==> src/rtl/plane_sel_pkg.sv <==
// Shared helpers for the plane selector: blink period and on-time per rate code.
// Assumes the rate code is two bits and the base period is a power of two.
package plane_sel_pkg;

    localparam int RATE_W = 2;

    // Frame period for a rate code: base, 2x, 4x, 8x.
    function automatic int period_of(input int base, input logic [RATE_W-1:0] rate);
        return base << rate;
    endfunction

    // On-frames: half the period for codes 0/1, three quarters for codes 2/3.
    function automatic int on_of(input int base, input logic [RATE_W-1:0] rate);
        int p;
        p = base << rate;
        return rate[1] ? (p - (p >> 2)) : (p >> 1);
    endfunction

endpackage

==> src/rtl/plane_mask.sv <==
// Per-plane mask stage: keeps a bit when its display enable is set, and drops
// it while blinking is in the off phase if its blink enable is set.
// Assumes all vectors share width W; purely combinational.
module plane_mask #(
    parameter int W = 8
) (
    input  logic [W-1:0] data,
    input  logic [W-1:0] show,
    input  logic [W-1:0] blink,
    input  logic         blink_off,
    output logic [W-1:0] masked
);
    // One gate per plane.
    for (genvar b = 0; b < W; b++) begin : g_plane
        assign masked[b] = data[b] & show[b] & ~(blink_off & blink[b]);
    end
endmodule

==> src/rtl/retrace_detect.sv <==
// Recognises vertical retrace from a run of load strobes with blank low.
// Assumes load is one clock wide; cycles without load leave the run untouched.
// Emits one tick per blank-low interval, on the edge sampling the LOADS-th load.
module retrace_detect #(
    parameter int LOADS = 256
) (
    input  logic clk,
    input  logic rst_n,
    input  logic load,
    input  logic blank_n,
    output logic tick,
    output logic in_retrace
);
    localparam int CNT_W = $clog2(LOADS + 1);

    logic [CNT_W-1:0] run_cnt;

    // Tick when the sampled load completes the run.
    assign tick       = load & ~blank_n & (run_cnt == CNT_W'(LOADS - 1));
    assign in_retrace = (run_cnt == CNT_W'(LOADS));

    // Count blank-low loads, saturate at LOADS, clear on a blank-high load.
    always_ff @(posedge clk) begin
        if (!rst_n) begin
            run_cnt <= '0;
        end else if (load) begin
            if (blank_n)
                run_cnt <= '0;
            else if (run_cnt != CNT_W'(LOADS))
                run_cnt <= run_cnt + 1'b1;
        end
    end

    assert_clear_on_active_R5: assert property (@(posedge clk) disable iff (!rst_n)
        (load && blank_n) |=> !in_retrace);

    assert_rise_on_load_R5: assert property (@(posedge clk) disable iff (!rst_n)
        $rose(in_retrace) |-> $past(load && !blank_n));

    assert_single_tick_R6: assert property (@(posedge clk) disable iff (!rst_n)
        tick |=> (in_retrace && !tick));
endmodule

==> src/rtl/blink_timer.sv <==
// Frame-based blink phase generator. Advances a frame count on each retrace
// tick and updates the visible phase only then.
// Assumes the tick comes from the retrace detector, at most once per frame.
module blink_timer
    import plane_sel_pkg::*;
#(
    parameter int BASE_FRAMES = 16
) (
    input  logic              clk,
    input  logic              rst_n,
    input  logic              tick,
    input  logic [RATE_W-1:0] rate,
    output logic              blink_on
);
    localparam int FC_W = $clog2(BASE_FRAMES * 8);

    logic [FC_W-1:0] frame_cnt;
    logic [FC_W:0]   period;
    logic [FC_W:0]   on_frames;
    logic [FC_W:0]   nxt;

    // Next count with wrap at the selected period.
    always_comb begin
        period    = (FC_W+1)'(period_of(BASE_FRAMES, rate));
        on_frames = (FC_W+1)'(on_of(BASE_FRAMES, rate));
        nxt       = {1'b0, frame_cnt} + 1'b1;
        if (nxt >= period)
            nxt = '0;
    end

    // Advance count and phase on a retrace tick only.
    always_ff @(posedge clk) begin
        if (!rst_n) begin
            frame_cnt <= '0;
            blink_on  <= 1'b1;
        end else if (tick) begin
            frame_cnt <= nxt[FC_W-1:0];
            blink_on  <= (nxt < on_frames);
        end
    end

    assert_phase_at_retrace_R8: assert property (@(posedge clk) disable iff (!rst_n)
        !$stable(blink_on) |-> $past(tick));
endmodule

==> src/rtl/plane_select.sv <==
// Top of the bit-plane selector: masks pixel and overlay planes, runs the
// blink timer from retrace recognition, and picks palette or overlay source.
// Assumes load strobes arrive at a steady rate; pixel path is combinational.
module plane_select
    import plane_sel_pkg::*;
#(
    parameter int PIX_W         = 8,
    parameter int OVL_W         = 2,
    parameter int RETRACE_LOADS = 256,
    parameter int BASE_FRAMES   = 16
) (
    input  logic              clk,
    input  logic              rst_n,
    input  logic              load,
    input  logic              blank_n,
    input  logic              pal_en,
    input  logic [RATE_W-1:0] blink_rate,
    input  logic [PIX_W-1:0]  read_mask,
    input  logic [PIX_W-1:0]  blink_mask,
    input  logic [OVL_W-1:0]  ovl_read_mask,
    input  logic [OVL_W-1:0]  ovl_blink_mask,
    input  logic [PIX_W-1:0]  pixel,
    input  logic [OVL_W-1:0]  ovl,
    output logic [PIX_W-1:0]  pal_addr,
    output logic [OVL_W-1:0]  ovl_idx,
    output logic              use_palette,
    output logic              blink_on,
    output logic              in_retrace
);
    logic frame_tick;

    retrace_detect #(.LOADS(RETRACE_LOADS)) u_retrace (
        .clk        (clk),
        .rst_n      (rst_n),
        .load       (load),
        .blank_n    (blank_n),
        .tick       (frame_tick),
        .in_retrace (in_retrace)
    );

    blink_timer #(.BASE_FRAMES(BASE_FRAMES)) u_blink (
        .clk      (clk),
        .rst_n    (rst_n),
        .tick     (frame_tick),
        .rate     (blink_rate),
        .blink_on (blink_on)
    );

    plane_mask #(.W(PIX_W)) u_pix_mask (
        .data      (pixel),
        .show      (read_mask),
        .blink     (blink_mask),
        .blink_off (~blink_on),
        .masked    (pal_addr)
    );

    plane_mask #(.W(OVL_W)) u_ovl_mask (
        .data      (ovl),
        .show      (ovl_read_mask),
        .blink     (ovl_blink_mask),
        .blink_off (~blink_on),
        .masked    (ovl_idx)
    );

    // Palette only when enabled and no surviving overlay plane.
    assign use_palette = pal_en & ~(|ovl_idx);

    assert_addr_masked_R1: assert property (@(posedge clk) disable iff (!rst_n)
        (pal_addr & ~read_mask) == '0);

    assert_blink_clear_R2: assert property (@(posedge clk) disable iff (!rst_n)
        !blink_on |-> ((pal_addr & blink_mask) == '0));

    assert_ovl_masked_R3: assert property (@(posedge clk) disable iff (!rst_n)
        (ovl_idx & ~ovl_read_mask) == '0);

    assert_source_R4: assert property (@(posedge clk) disable iff (!rst_n)
        use_palette |-> (pal_en && ovl_idx == '0));
endmodule

==> config.mk <==
export PLATFORM = sky130hd
export DESIGN_NAME = plane_select
export DESIGN_NICKNAME = d
export VERILOG_FILES = /design/src/rtl/plane_sel_pkg.sv /design/src/rtl/plane_mask.sv /design/src/rtl/retrace_detect.sv /design/src/rtl/blink_timer.sv /design/src/rtl/plane_select.sv
export SDC_FILE = /design/constraint.sdc
export NUM_CORES = 1
export LEC_CHECK = 0
export CAP_MARGIN = 0
export CORE_AREA = 8 8 107 70
export DETAILED_ROUTE_END_ITERATION = 10
export DIE_AREA = 0 0 115 78
export SLEW_MARGIN = 20
export SYNTH_ARGS = -nofsm -noshare
export SYNTH_HDL_FRONTEND = slang
export SYNTH_SLANG_ARGS = --single-unit
export TNS_END_PERCENT = 10
==> constraint.sdc <==
create_clock -name clk -period 3.3 [get_ports clk]
set_input_delay 0.66 -clock clk [delete_from_list [all_inputs] [get_ports clk]]
set_output_delay 0.66 -clock clk [all_outputs]
set_load 0.1 [all_outputs]
[After elaboration in Yosys (flattened, before gate mapping)]
Cells that the tools add are included.
Storage, ports and cells
  input port bits: 37
  bits in registers: 17
  logic and storage cells: 65
Cells by class
  shifts and indexed selects: 1
  bitwise operators: 46
  equal/unequal tests: 3
  multiplexer cells: 4
  add/subtract/negate cells: 3
  $lt $le $gt $ge: 2
  reductions and logical operators: 3
Operators by type and width (number)
  $and 1x1->1: 33
  $mux 9: 2
  $mux 8: 2
  $not 1->1: 13
  $shl 5x2->10 const A: 1
  $add 9x1->9 const B: 1
  $eq 9x8->1 const B: 1
  $eq 9x9->1 const B: 1
  $ne 9x9->1 const B: 1
  $add 7x1->8 const B: 1
  $ge 8x8->1: 1
  $lt 8x8->1: 1
  $sub 8x8->8: 1
  $reduce_and 2->1: 1
  $reduce_bool 2->1: 1
  $reduce_or 2->1: 1

[Longest topological paths before layout]
Gate-level depths: netlist (run 1).
  depth in word-level cells: 7
  gate-level depth with buffers: 13
  depth with buffers taken out: 13

[Hierarchy]
Synthesis (run 1) repeated with hierarchy kept, for this count alone.
Unflattened totals
  cells, all modules: 195
  area total of the unflattened synthesis: 1534.0 um^2
Modules (own cells, without submodules)
  blink_timer: sequential area each 160.2 um^2, cells each 100, instances 1, area an instance 818.3 um^2
  retrace_detect: sequential area each 180.2 um^2, cells each 72, instances 1, area an instance 596.8 um^2
  plane_mask at u_pix_mask: sequential area each 0.0 um^2, cells each 17, instances 1, area an instance 85.1 um^2
  plane_mask at u_ovl_mask: sequential area each 0.0 um^2, cells each 4, instances 1, area an instance 17.5 um^2
  plane_select: sequential area each 0.0 um^2, cells each 2, instances 1, area an instance 16.3 um^2

[Worst setup path after synthesis (run 1)]
OpenSTA, ideal clock, no wires.
  kind: flip-flop to output port
  start: register u_blink.blink_on
  end: output port use_palette
  data required time: 2.640 ns
  arrival time: 4.144 ns
  cell stages (with the launch flop): 4
  setup slack: -1.504 ns
  cell sequence: dfxtp_1 > clkinv_1 > a21oi_1 > nor3b_1
On the way
  longest elaborated chain between the ends: 7
Ends and longest elaborated chain
  from (decl): line blink_timer.sv:13  | output logic blink_on
  from (signal assigned): line blink_timer.sv:38  | blink_on <= (nxt < on_frames);
  $not 1->1: line plane_select.sv:61  | .blink_off (~blink_on),
  $and 1x1->1: line plane_mask.sv:15  | assign masked[b] = data[b] & show[b] & ~(blink_off & blink[b]);
  $not 1->1: line plane_mask.sv:15
  $and 1x1->1: line plane_mask.sv:15
  via ovl_idx[1]: line plane_select.sv:25  | output logic [OVL_W-1:0] ovl_idx,
  $reduce_or 2->1: line plane_select.sv:66  | assign use_palette = pal_en & ~(|ovl_idx);
  $not 1->1: line plane_select.sv:66
  $and 1x1->1: line plane_select.sv:66
  to (decl): line plane_select.sv:26  | output logic use_palette,
The timed path passes the listed nets, and every way through them passes these cells.

[Worst setup path in the final report (run 1)]
  start: input port blink_rate[1]
  end: register u_blink.blink_on
On the way
  longest elaborated chain between the ends: 4
Ends and longest elaborated chain
  from (decl): line plane_select.sv:17  | input logic [RATE_W-1:0] blink_rate,
  $shl 5x2->10: line plane_sel_pkg.sv:15  | p = base << rate;
  $ge 8x8->1: line blink_timer.sv:27  | if (nxt >= period)
  $mux 8: line blink_timer.sv:27
  via u_blink.nxt[5]: line blink_timer.sv:20  | logic [FC_W:0] nxt;
  $lt 8x8->1: line blink_timer.sv:38
The timed path passes the listed nets, and every way through them passes these cells.
A chain may end at the register's enable or synchronous reset.

==> results.yml, run 1 <==
synthesis:
  post_synth_inst_count: 188
  synth.ff_latch_count: 17
  async_flop_share: 0
  synth_flop_cell: "dfxtp_1"
  synth_edf_count: 0
  avgSynthCellArea_um2: 7.61
  synthesis.yosys.warnings: 0
  synth_nets: 245
  synth_area_mm2: 0.00143
  synth.yosys.seq_area_share: 0.238
  synth.lib_cells_used.distinct: 39
timing:
  finalHoldWorstSlack_ns: 0.486
  rsz0062_at_grt: "false"
  maxSlewViolCount: 0
  finalClockSkew_ns: 0.00217
  min_period_over_period: 0.923
  post-route-worst-setup-slack_ns: 0.255
  maxSlewHeadroom: 0.750
  final-hold-violation-count: 0
  tightestPinTransition_ns: 0.369
  setup_viol: 0
  fmaxAchievable_ghz: 0.328
  finalWorstPathRequiredPeriod_ns: 3.04
global_routing:
  grt_first_pass_wirelength_um: 6890
  grt_use_total: 0.0926
  grt_start_max_net_pins: 16
  globalRoute.totalOverflow: 0
  grt_antenna_before_repair: 0
  grt_pass1_vias: 1415
layout:
  antennaDiodeCount: 0
  final_nets: 299
  area_growth_pct: 44.6
  instances_no_fill: 325
  n_fill_cell: 617
  final_common_cell: "clkdlybuf4s50_1"
  most_frequent_cells_in_the_layout: "36 x clkdlybuf4s50_1, 21 x a21oi_1, 20 x nand2_1, 20 x ha_1, 19 x buf_4"
  fraction_of_final_layout_cells_with_drive_strength_greater_than_1: 0.129
floorplanning:
  fp.coreArea_mm2: 0.00589
  core.rowCount: 22
  die_w_um: 115
  dieHeight_um: 78
  initial_utilization: 0.243
  ioPinCount: 50
  design.die.area_mm2: 0.00897
placed_design:
  place.detailed.hpwl_um: 3460
  placement.setup.worst_slack_ns: 0.000739
  globalplace.congestion: 0.779
  dp.cells: 321
  io_buffers: 49
power_and_ir_drop:
  power_density_mw_per_mm2: 260
  power.static_leakage_nw: 0.882
  power.ir.vdd_worst_mv: 0.126
setup_path:
  critPathTopFamily: "compound AO/OA/AOI/OAI gates"
  slowest_stage: "clkdlybuf4s50_1"
  cp.required_ns: 3.47
  critPathMaxFanout: 7
  critical_path_arrival_ns: 3.22
  timing.critical_path.to_type: "flip-flop"
  criticalPathCategory: "in -> reg"
  path_cells: "clkdlybuf4s50_1, inv_1, ha_1, inv_1, ha_1, o21ai_2, a211o_2, and2_1, ha_1, a211oi_1, a21oi_1, o31ai_1"
  timing.critical_path.slowest_cell_delay_ns: 0.52
  timing.critical_path.mode_cell: "ha_1"
  timing.critical_path.from_type: "input port"
  cp.buffers_inverters: 3
clock_network:
  cts_tree: "yes"
  cts-root-buf: "clkbuf_8"
  cts-buffers-inserted: 3
  clkLatencyLatePin_ns: 0.25
  ctsLongestPathBuffers: 2
  cts_max_level: 1
  tritoncts_num_sinks: 17
  clock_transition_time_at_the_flip_flop_clock_pins_of_the_worst_setup_and_hold_paths_ns: 0.07
drt:
  detail-route-antenna-nets: 0
  drtIter0Drc: 106
  first_pass_iters: 4
  wl_per_cell_um: 12.9
  wirelength_um: 4210
  via_count: 1474
  drc: 0
  vias_per_cell: 4.54
worst_hold_path:
  type_of_the_most_critical_hold_path: "reg -> reg"
outcome:
  status: "finished, final reports clean"
job:
  drv_cap: 0
cell families after synthesis:
| logic type | synth area share |
|---|---|
| AOI/OAI and AO/OA | 0.218 |
| xor gates and xnor gates | 0.0367 |
| adders and majority gates | 0.175 |
| buffers and inverters | 0.0717 |
| DFF | 0.238 |
| and+or+nand+nor | 0.261 |
report_power, final:
part           internal, mW  switching [mW]
Sequential            0.206         0.00122
Clock                0.0858          0.0720
Combinational        0.0711           0.102
Total                 0.363           0.175
metal layers:
metal,vias to the layer above,wire (um),track usage
met5,-,0,0
met4,0,12,0.0117
met3,2,474,0.0410
met2,55,1450,0.119
met1,652,2270,0.138
li1,765,-,-
cells in the mapped netlist (2+ instances only):
cell type	count	share of area
and2_1	5	0.022
nand2b_1	2	0.0087
nor3_2	2	0.014
nor2_1	10	0.026
o31ai_1	2	0.010
a31oi_1	3	0.013
buf_4	3	0.016
inv_1	17	0.045
a32o_1	2	0.014
o21ai_0	8	0.028
xnor2_1	2	0.012
a21oi_1	23	0.080
clkbuf_1	2	0.0053
nand2_1	20	0.052
nor3_1	2	0.0070
ha_1	20	0.17
nor2b_1	3	0.013
dfxtp_1	17	0.24
o21a_1	2	0.010
nor4b_1	2	0.012
nand3_1	11	0.038
nand3b_1	2	0.010
xor2_1	4	0.024
a22oi_1	2	0.010
and3_1	7	0.031
nor3b_1	2	0.010
layout make-up:
cell class              count  area, um2  share of cell area
multi-input cells         147       1010               0.487
clock buffers               4       45.0              0.0218
repair buffers             55        503               0.243
flip-flops and latches     17        340               0.165
well taps                  84        105              0.0508
inverters                  18       67.6              0.0327
worst reg2reg max path: stages, from the launching register on:
cell      delay [ns]
dfxtp_1         0.44
and3_1          0.23
and3_1          0.24
and3_1          0.23
ha_1            0.24
nor2_1          0.11
a211o_2         0.37
and2_1          0.16
ha_1            0.30
a211oi_1        0.22
a21oi_1         0.10
o31ai_1         0.18
stage by stage:
stage	power (mW)	instance area, um2	setup TNS, ns	utilization
finish	0.538	2070	0	0.351
global route	0.567	2070	0	0.351
CTS	0.544	2060	0	0.350
detailed placement	0.384	2020	0	0.342
global placement	0.382	2020	0	0.342
floorplan	0.310	1440	-3.43	-
repair_timing:
item,4_1_cts,5_1_grt
gates resized for setup,0,1
hold buffers,0,0
setup endpoints to repair,0,1
buffers inserted,0,0
flip-flops by register name (all words and copies together), names as in the netlist:
| signal | cells |
|---|---|
| u_blink.blink_on | 1 |
| u_retrace.run_cnt | 9 |
| u_blink.frame_cnt | 7 |
path summary, 6_finish.rpt:
path | startpoint | to | slack [ns] | cells after the start
setup / recovery | blink_rate[1] | u_blink.blink_on$_SDFFE_PN1P_ | 0.26 | 12
hold / removal | u_retrace.run_cnt[8]$_SDFFE_PN0P_ | u_retrace.run_cnt[8]$_SDFFE_PN0P_ | 0.49 | 2
setup reg to reg | u_blink.frame_cnt[2]$_SDFFE_PN0P_ | u_blink.blink_on$_SDFFE_PN1P_ | 0.42 | 11
hold reg to reg | u_retrace.run_cnt[8]$_SDFFE_PN0P_ | u_retrace.run_cnt[8]$_SDFFE_PN0P_ | 0.49 | 2
No activity file was read; power rests on OpenSTA's default activity.
==> inputs of run 2 (changes only) <==
--- a/config.mk
+++ b/config.mk
@@ -9,6 +9,7 @@
 export CORE_AREA = 8 8 107 70
 export DETAILED_ROUTE_END_ITERATION = 10
 export DIE_AREA = 0 0 115 78
+export REMOVE_ABC_BUFFERS = 1
 export SLEW_MARGIN = 20
 export SYNTH_ARGS = -nofsm -noshare
 export SYNTH_HDL_FRONTEND = slang
==> run 2 against run 1 <==
Compared with the run above: global-route usage fell by 0.87 points; register-to-register slack improved by 0.04 ns; clock skew rose by 0.0084 ns; sequential share of layout area rose by 0.27 points; largest power group unchanged.
==> results.yml, run 2 (synthesis results as in run 1) <==
clock_network:
  cts-buffers-inserted: 3
  clkLatencyLatePin_ns: 0.26
  post-cts-setup-buffer-count: 0
  ctsLongestPathBuffers: 2
  post_cts_resized: 0
  tritoncts_num_sinks: 17
  cts_tree: "yes"
  cts-root-buf: "clkbuf_8"
  cts-hold-fix-buffers: 0
  clock_transition_time_at_the_flip_flop_clock_pins_of_the_worst_setup_and_hold_paths_ns: 0.08
  cts_max_level: 1
drt:
  vias_per_cell: 4.54
  wl_per_cell_um: 12.0
  wirelength_um: 3870
  detail-route-antenna-nets: 0
  drc: 0
  drtIter0Drc: 73
  via_count: 1465
  first_pass_iters: 4
timing:
  setup_viol: 0
  maxSlewHeadroom: 0.651
  fmaxAchievable_ghz: 0.335
  tightestPinTransition_ns: 0.522
  min_period_over_period: 0.905
  finalClockSkew_ns: 0.0106
  finalWorstPathRequiredPeriod_ns: 2.99
  maxSlewViolCount: 0
  rsz0062_at_grt: "false"
  finalSetupTns_ns: 0
  finalHoldWorstSlack_ns: 0.487
  final-hold-violation-count: 0
power_and_ir_drop:
  switching_share: 0.331
  switchingPower_mw: 0.177
  power_frac_comb: 0.311
  power.ir.vdd_worst_mv: 0.124
  power_density_mw_per_mm2: 263
  power.share.clock: 0.301
  seq_power_share: 0.388
  power_report.internal_total_mw: 0.358
  power.static_leakage_nw: 0.872
layout:
  multi_input_area_um2: 987
  antennaDiodeCount: 0
  n_fill_cell: 625
  final_nets: 297
  most_frequent_cells_in_the_layout: "36 x clkdlybuf4s50_1, 23 x a21oi_1, 20 x nand2_1, 20 x ha_1"
  regMostFlops: "u_retrace.run_cnt"
  post-route-cell-area_mm2: 0.00203
  seq_area_um2: 340
  final_common_cell: "clkdlybuf4s50_1"
  reg_top3: "u_retrace.run_cnt x9, u_blink.frame_cnt x7, u_blink.blink_on x1"
  largest_register_ff_count: 9
  area_growth_pct: 42.3
  finalCoreUtilization: 0.345
  fraction_of_final_layout_cells_with_drive_strength_greater_than_1: 0.113
job:
  drv_cap: 0
setup_path:
  path_cells: "clkdlybuf4s50_1, inv_1, ha_1, inv_1, ha_1, nor3_2, a211oi_2, nor2_1, ha_1, o21a_1, o211ai_1, a21oi_1, o31ai_1"
  timing.critical_path.slowest_cell_delay_ns: 0.54
  cp.buffers_inverters: 3
  reg2regPathDepth: 12
  critical_path_arrival_ns: 3.15
  setup.reg_to_reg.worst_slack_ns: 0.46
  timing.critical_path.to_type: "flip-flop"
  critPathMaxFanout: 4
  critPathTopFamily: "compound AO/OA/AOI/OAI gates"
  crit-reg2reg-launch: "u_blink.frame_cnt[2]$_SDFFE_PN0P_"
  timing.critical_path.mode_cell: "ha_1"
  slowest_stage: "clkdlybuf4s50_1"
  cp.required_ns: 3.47
  r2r_end: "u_blink.blink_on$_SDFFE_PN1P_"
  criticalPathCategory: "in -> reg"
  timing.critical_path.from_type: "input port"
global_routing:
  grt_pass1_vias: 1322
  grt_start_max_net_pins: 17
  grt_antenna_before_repair: 0
  grt_use_total: 0.0839
  grt_first_pass_wirelength_um: 6270
  globalRoute.totalOverflow: 0
floorplanning:
  ioPinCount: 50
  initial_utilization: 0.243
  core.rowCount: 22
  die_w_um: 115
  dieHeight_um: 78
  design.die.area_mm2: 0.00897
  fp.coreArea_mm2: 0.00589
worst_hold_path:
  type_of_the_most_critical_hold_path: "reg -> reg"
  hold_path.startpoint: "u_blink.frame_cnt[4]$_SDFFE_PN0P_"
  min_to: "u_blink.frame_cnt[4]$_SDFFE_PN0P_"
  worst_hold_path.num_cells: 2
placed_design:
  globalplace.congestion: 0.825
  io_buffers: 49
  placed_area_mm2: 0.00199
  place.detailed.hpwl_um: 3170
outcome:
  status: "finished, final reports clean"
-- run 2: worst min-delay path, cell delays in order, from the launching register on --
cell and delay, ns:
dfxtp_1 0.33, nand2_1 0.06, a21oi_1 0.05
-- run 2: layout make-up --
| class | count | share of cell area |
|---|---|---|
| Timing Repair Buffer | 53 | 0.240 |
| Inverter | 18 | 0.0332 |
| Multi-Input combinational cell | 147 | 0.485 |
| Clock inverter | 1 | 0.00246 |
| Sequential cell | 17 | 0.167 |
| Tap cell | 84 | 0.0517 |
| Clock buffer | 3 | 0.0203 |
-- run 2: worst max-delay path by stage --
| stage | cells past startpoint | endpoint | from | slack, ns |
|---|---|---|---|---|
| finish | 13 | u_blink.blink_on$_SDFFE_PN1P_ | blink_rate[0] | 0.31 |
| global route | 13 | u_blink.blink_on$_SDFFE_PN1P_ | blink_rate[0] | 0.06 |
| CTS | 13 | u_blink.blink_on$_SDFFE_PN1P_ | blink_rate[0] | 0.32 |
| detailed placement | 13 | u_blink.blink_on$_SDFFE_PN1P_ | blink_rate[0] | 0.05 |
| global placement | 13 | u_blink.blink_on$_SDFFE_PN1P_ | blink_rate[0] | 0.13 |
| floorplan | 3 | use_palette | u_blink.blink_on$_SDFFE_PN1P_ | -1.50 |
-- run 2: stage by stage --
step | setup slack, ns | std cells | total power [mW]
finish | 0.314 | 323 | 0.535
global route | 0.0613 | 323 | 0.559
CTS | 0.321 | 323 | 0.541
detailed placement | 0.0482 | 319 | 0.379
global placement | 0.132 | 319 | 0.379
floorplan | -1.50 | 182 | 0.305
-- run 2: power groups by stage --
stage                     logic, mW  clock network [mW]  registers [mW]
after CTS                     0.168               0.166           0.208
after floorplan              0.0926                   0           0.212
after global routing          0.179               0.173           0.208
after detailed placement      0.167                   0           0.212
after global placement        0.167                   0           0.212
final                         0.166               0.161           0.208
-- run 2: layer usage --
| layer | global-route usage | share of wire | up-vias |
|---|---|---|---|
| met2 | 0.117 | 0.35 | 52 |
| met1 | 0.115 | 0.52 | 645 |
| li1 | - | - | 766 |
| met5 | 0 | 0 | - |
| met4 | 0.0196 | 0.0070 | 0 |
| met3 | 0.0355 | 0.12 | 2 |
==> inputs of run 3 (changes only) <==
--- a/config.mk
+++ b/config.mk
@@ -6,9 +6,10 @@
 export NUM_CORES = 1
 export LEC_CHECK = 0
 export CAP_MARGIN = 0
-export CORE_AREA = 8 8 107 70
+export CORE_AREA = 8 8 82 55
 export DETAILED_ROUTE_END_ITERATION = 10
-export DIE_AREA = 0 0 115 78
+export DIE_AREA = 0 0 90 63
+export PLACE_DENSITY = 0.78
 export REMOVE_ABC_BUFFERS = 1
 export SLEW_MARGIN = 20
 export SYNTH_ARGS = -nofsm -noshare
==> run 3 against run 2 <==
Compared with the run above: wire length up 2.4%; critical path type unchanged; die area down 37%; critical endpoint unchanged; utilization up 24 points; clock skew down 0.0081 ns; global-route usage up 5.6 points; worst hold slack better by 0.0053 ns; combinational power about the same; sequential cell count unchanged; setup slack about the same; sequential power about the same; register-to-register slack about the same.
==> results.yml, run 3 (synthesis results as in run 1) <==
worst_hold_path:
  worst_hold_path.num_cells: 2
  hold_path.startpoint: "u_blink.frame_cnt[4]$_SDFFE_PN0P_"
  type_of_the_most_critical_hold_path: "reg -> reg"
  min_to: "u_blink.frame_cnt[4]$_SDFFE_PN0P_"
layout:
  fraction_of_final_layout_cells_with_drive_strength_greater_than_1: 0.117
  regMostFlops: "u_retrace.run_cnt"
  most_frequent_cells_in_the_layout: "36 x clkdlybuf4s50_1, 23 x a21oi_1, 20 x nand2_1, 20 x ha_1, 18 x buf_4"
  reg_top3: "u_retrace.run_cnt x9, u_blink.frame_cnt x7, u_blink.blink_on x1"
  area_growth_pct: 39.7
  antennaDiodeCount: 0
  final_common_cell: "clkdlybuf4s50_1"
  n_fill_cell: 318
  final_nets: 298
  largest_register_ff_count: 9
setup_path:
  setup.reg_to_reg.worst_slack_ns: 0.47
  critical_path_arrival_ns: 3.17
  r2r_end: "u_blink.blink_on$_SDFFE_PN1P_"
  critPathMaxFanout: 4
  criticalPathCategory: "in -> reg"
  reg2regPathDepth: 12
  crit-reg2reg-launch: "u_blink.frame_cnt[0]$_SDFFE_PN0P_"
  timing.critical_path.slowest_cell_delay_ns: 0.54
  cp.required_ns: 3.48
  timing.critical_path.from_type: "input port"
  slowest_stage: "clkdlybuf4s50_1"
  timing.critical_path.to_type: "flip-flop"
  timing.critical_path.mode_cell: "ha_1"
  path_cells: "clkdlybuf4s50_1, inv_1, ha_1, inv_1, ha_1, nor3_2, a211oi_2, nor2_1, ha_1, o21a_1, o211ai_1, a21oi_1, o31ai_1"
clock_network:
  clock_transition_time_at_the_flip_flop_clock_pins_of_the_worst_setup_and_hold_paths_ns: 0.07
  cts-buffers-inserted: 3
  cts_max_level: 1
  cts-hold-fix-buffers: 0
  tritoncts_num_sinks: 17
  post_cts_resized: 0
  post-cts-setup-buffer-count: 0
  cts-root-buf: "clkbuf_8"
  clkLatencyLatePin_ns: 0.26
  ctsLongestPathBuffers: 2
  cts_tree: "yes"
timing:
  maxSlewHeadroom: 0.687
  finalWorstPathRequiredPeriod_ns: 2.99
  fmaxAchievable_ghz: 0.335
  maxSlewViolCount: 0
  rsz0062_at_grt: "false"
  tightestPinTransition_ns: 0.469
  finalClockSkew_ns: 0.00253
  finalSetupTns_ns: 0
  min_period_over_period: 0.905
  final-hold-violation-count: 0
  setup_viol: 0
power_and_ir_drop:
  power_density_mw_per_mm2: 271
  post-layout-total-power_mw: 0.541
  power.static_leakage_nw: 0.873
  power.ir.vdd_worst_mv: 0.210
global_routing:
  globalRoute.totalOverflow: 0
  grt_antenna_before_repair: 0
  grt_first_pass_wirelength_um: 6690
  grt_start_max_net_pins: 17
  grt_pass1_vias: 1327
  grt_use_total: 0.140
outcome:
  status: "finished, final reports clean"
floorplanning:
  initial_utilization: 0.420
  core.rowCount: 17
  ioPinCount: 50
  die_w_um: 90
  dieHeight_um: 63
  design.die.area_mm2: 0.00567
  fp.coreArea_mm2: 0.00340
drt:
  drtIter0Drc: 91
  via_count: 1514
  drc: 0
  first_pass_iters: 4
  detail-route-antenna-nets: 0
  wirelength_um: 3960
  vias_per_cell: 5.28
  wl_per_cell_um: 13.8
placed_design:
  place.detailed.hpwl_um: 3330
  io_buffers: 49
  globalplace.congestion: 0.813
job:
  drv_cap: 0
run 3: changes by cell type in the layout (fill, tap and decap cells not counted), sizes merged:
cell      change
clkinv        -1
clkinvlp      +1
buf           +1
run 3: routing by layer:
layer | wire length [um] | vias up | GRT usage | part of all wire
met5 | 0 | - | 0 | 0
met4 | 23 | 0 | 0.0371 | 0.0058
met3 | 328 | 3 | 0.0420 | 0.083
met2 | 1450 | 73 | 0.185 | 0.37
met1 | 2160 | 671 | 0.208 | 0.55
li1 | - | 767 | - | -
run 3: worst max path at each step:
stage                                     to                     startpoint  cells after the start  slack (ns)
2_1_floorplan                    use_palette  u_blink.blink_on$_SDFFE_PN1P_                      3       -1.50
3_3_place_gp   u_blink.blink_on$_SDFFE_PN1P_                  blink_rate[1]                     13        0.11
3_5_place_dp   u_blink.blink_on$_SDFFE_PN1P_                  blink_rate[0]                     12        0.03
4_1_cts        u_blink.blink_on$_SDFFE_PN1P_                  blink_rate[0]                     12        0.30
5_1_grt        u_blink.blink_on$_SDFFE_PN1P_                  blink_rate[1]                     13        0.02
6_report       u_blink.blink_on$_SDFFE_PN1P_                  blink_rate[0]                     13        0.31
run 3: critical path: cells and delay by family:
family | cells | cell delay [ns]
compound gates | 5 | 0.93
fa+ha+maj | 3 | 0.71
buf+inv | 3 | 0.70
simple gates | 2 | 0.16
run 3: per-stage QoR:
stage / hold slack, ns / cells / worst slack [ns] / utilization / instance area, um2
final: 0.493 / 287 / 0.314 / 0.587 / 2000
after global routing: 0.506 / 287 / 0.0169 / 0.587 / 2000
after CTS: 0.493 / 287 / 0.301 / 0.587 / 2000
after detailed placement: 0.483 / 283 / 0.0254 / 0.573 / 1950
after global placement: 0.475 / 283 / 0.110 / 0.573 / 1950
after floorplan: 0.446 / 182 / -1.50 / - / 1400
run 3: area by class of cell:
type	instances	area [um2]	area share
Multi-Input combinational cell	147	987	0.494
Clock inverter	1	7.51	0.00376
Sequential cell	17	340	0.170
Tap cell	47	58.8	0.0294
Timing Repair Buffer	54	495	0.248
Inverter	18	67.6	0.0338
Clock buffer	3	41.3	0.0207
run 3: power breakdown:
| part | internal (mW) | switching, mW | total (mW) |
|---|---|---|---|
| sequential | 0.206 | 0.00128 | 0.208 |
| combinational | 0.0680 | 0.0990 | 0.167 |
| clock | 0.0853 | 0.0808 | 0.166 |
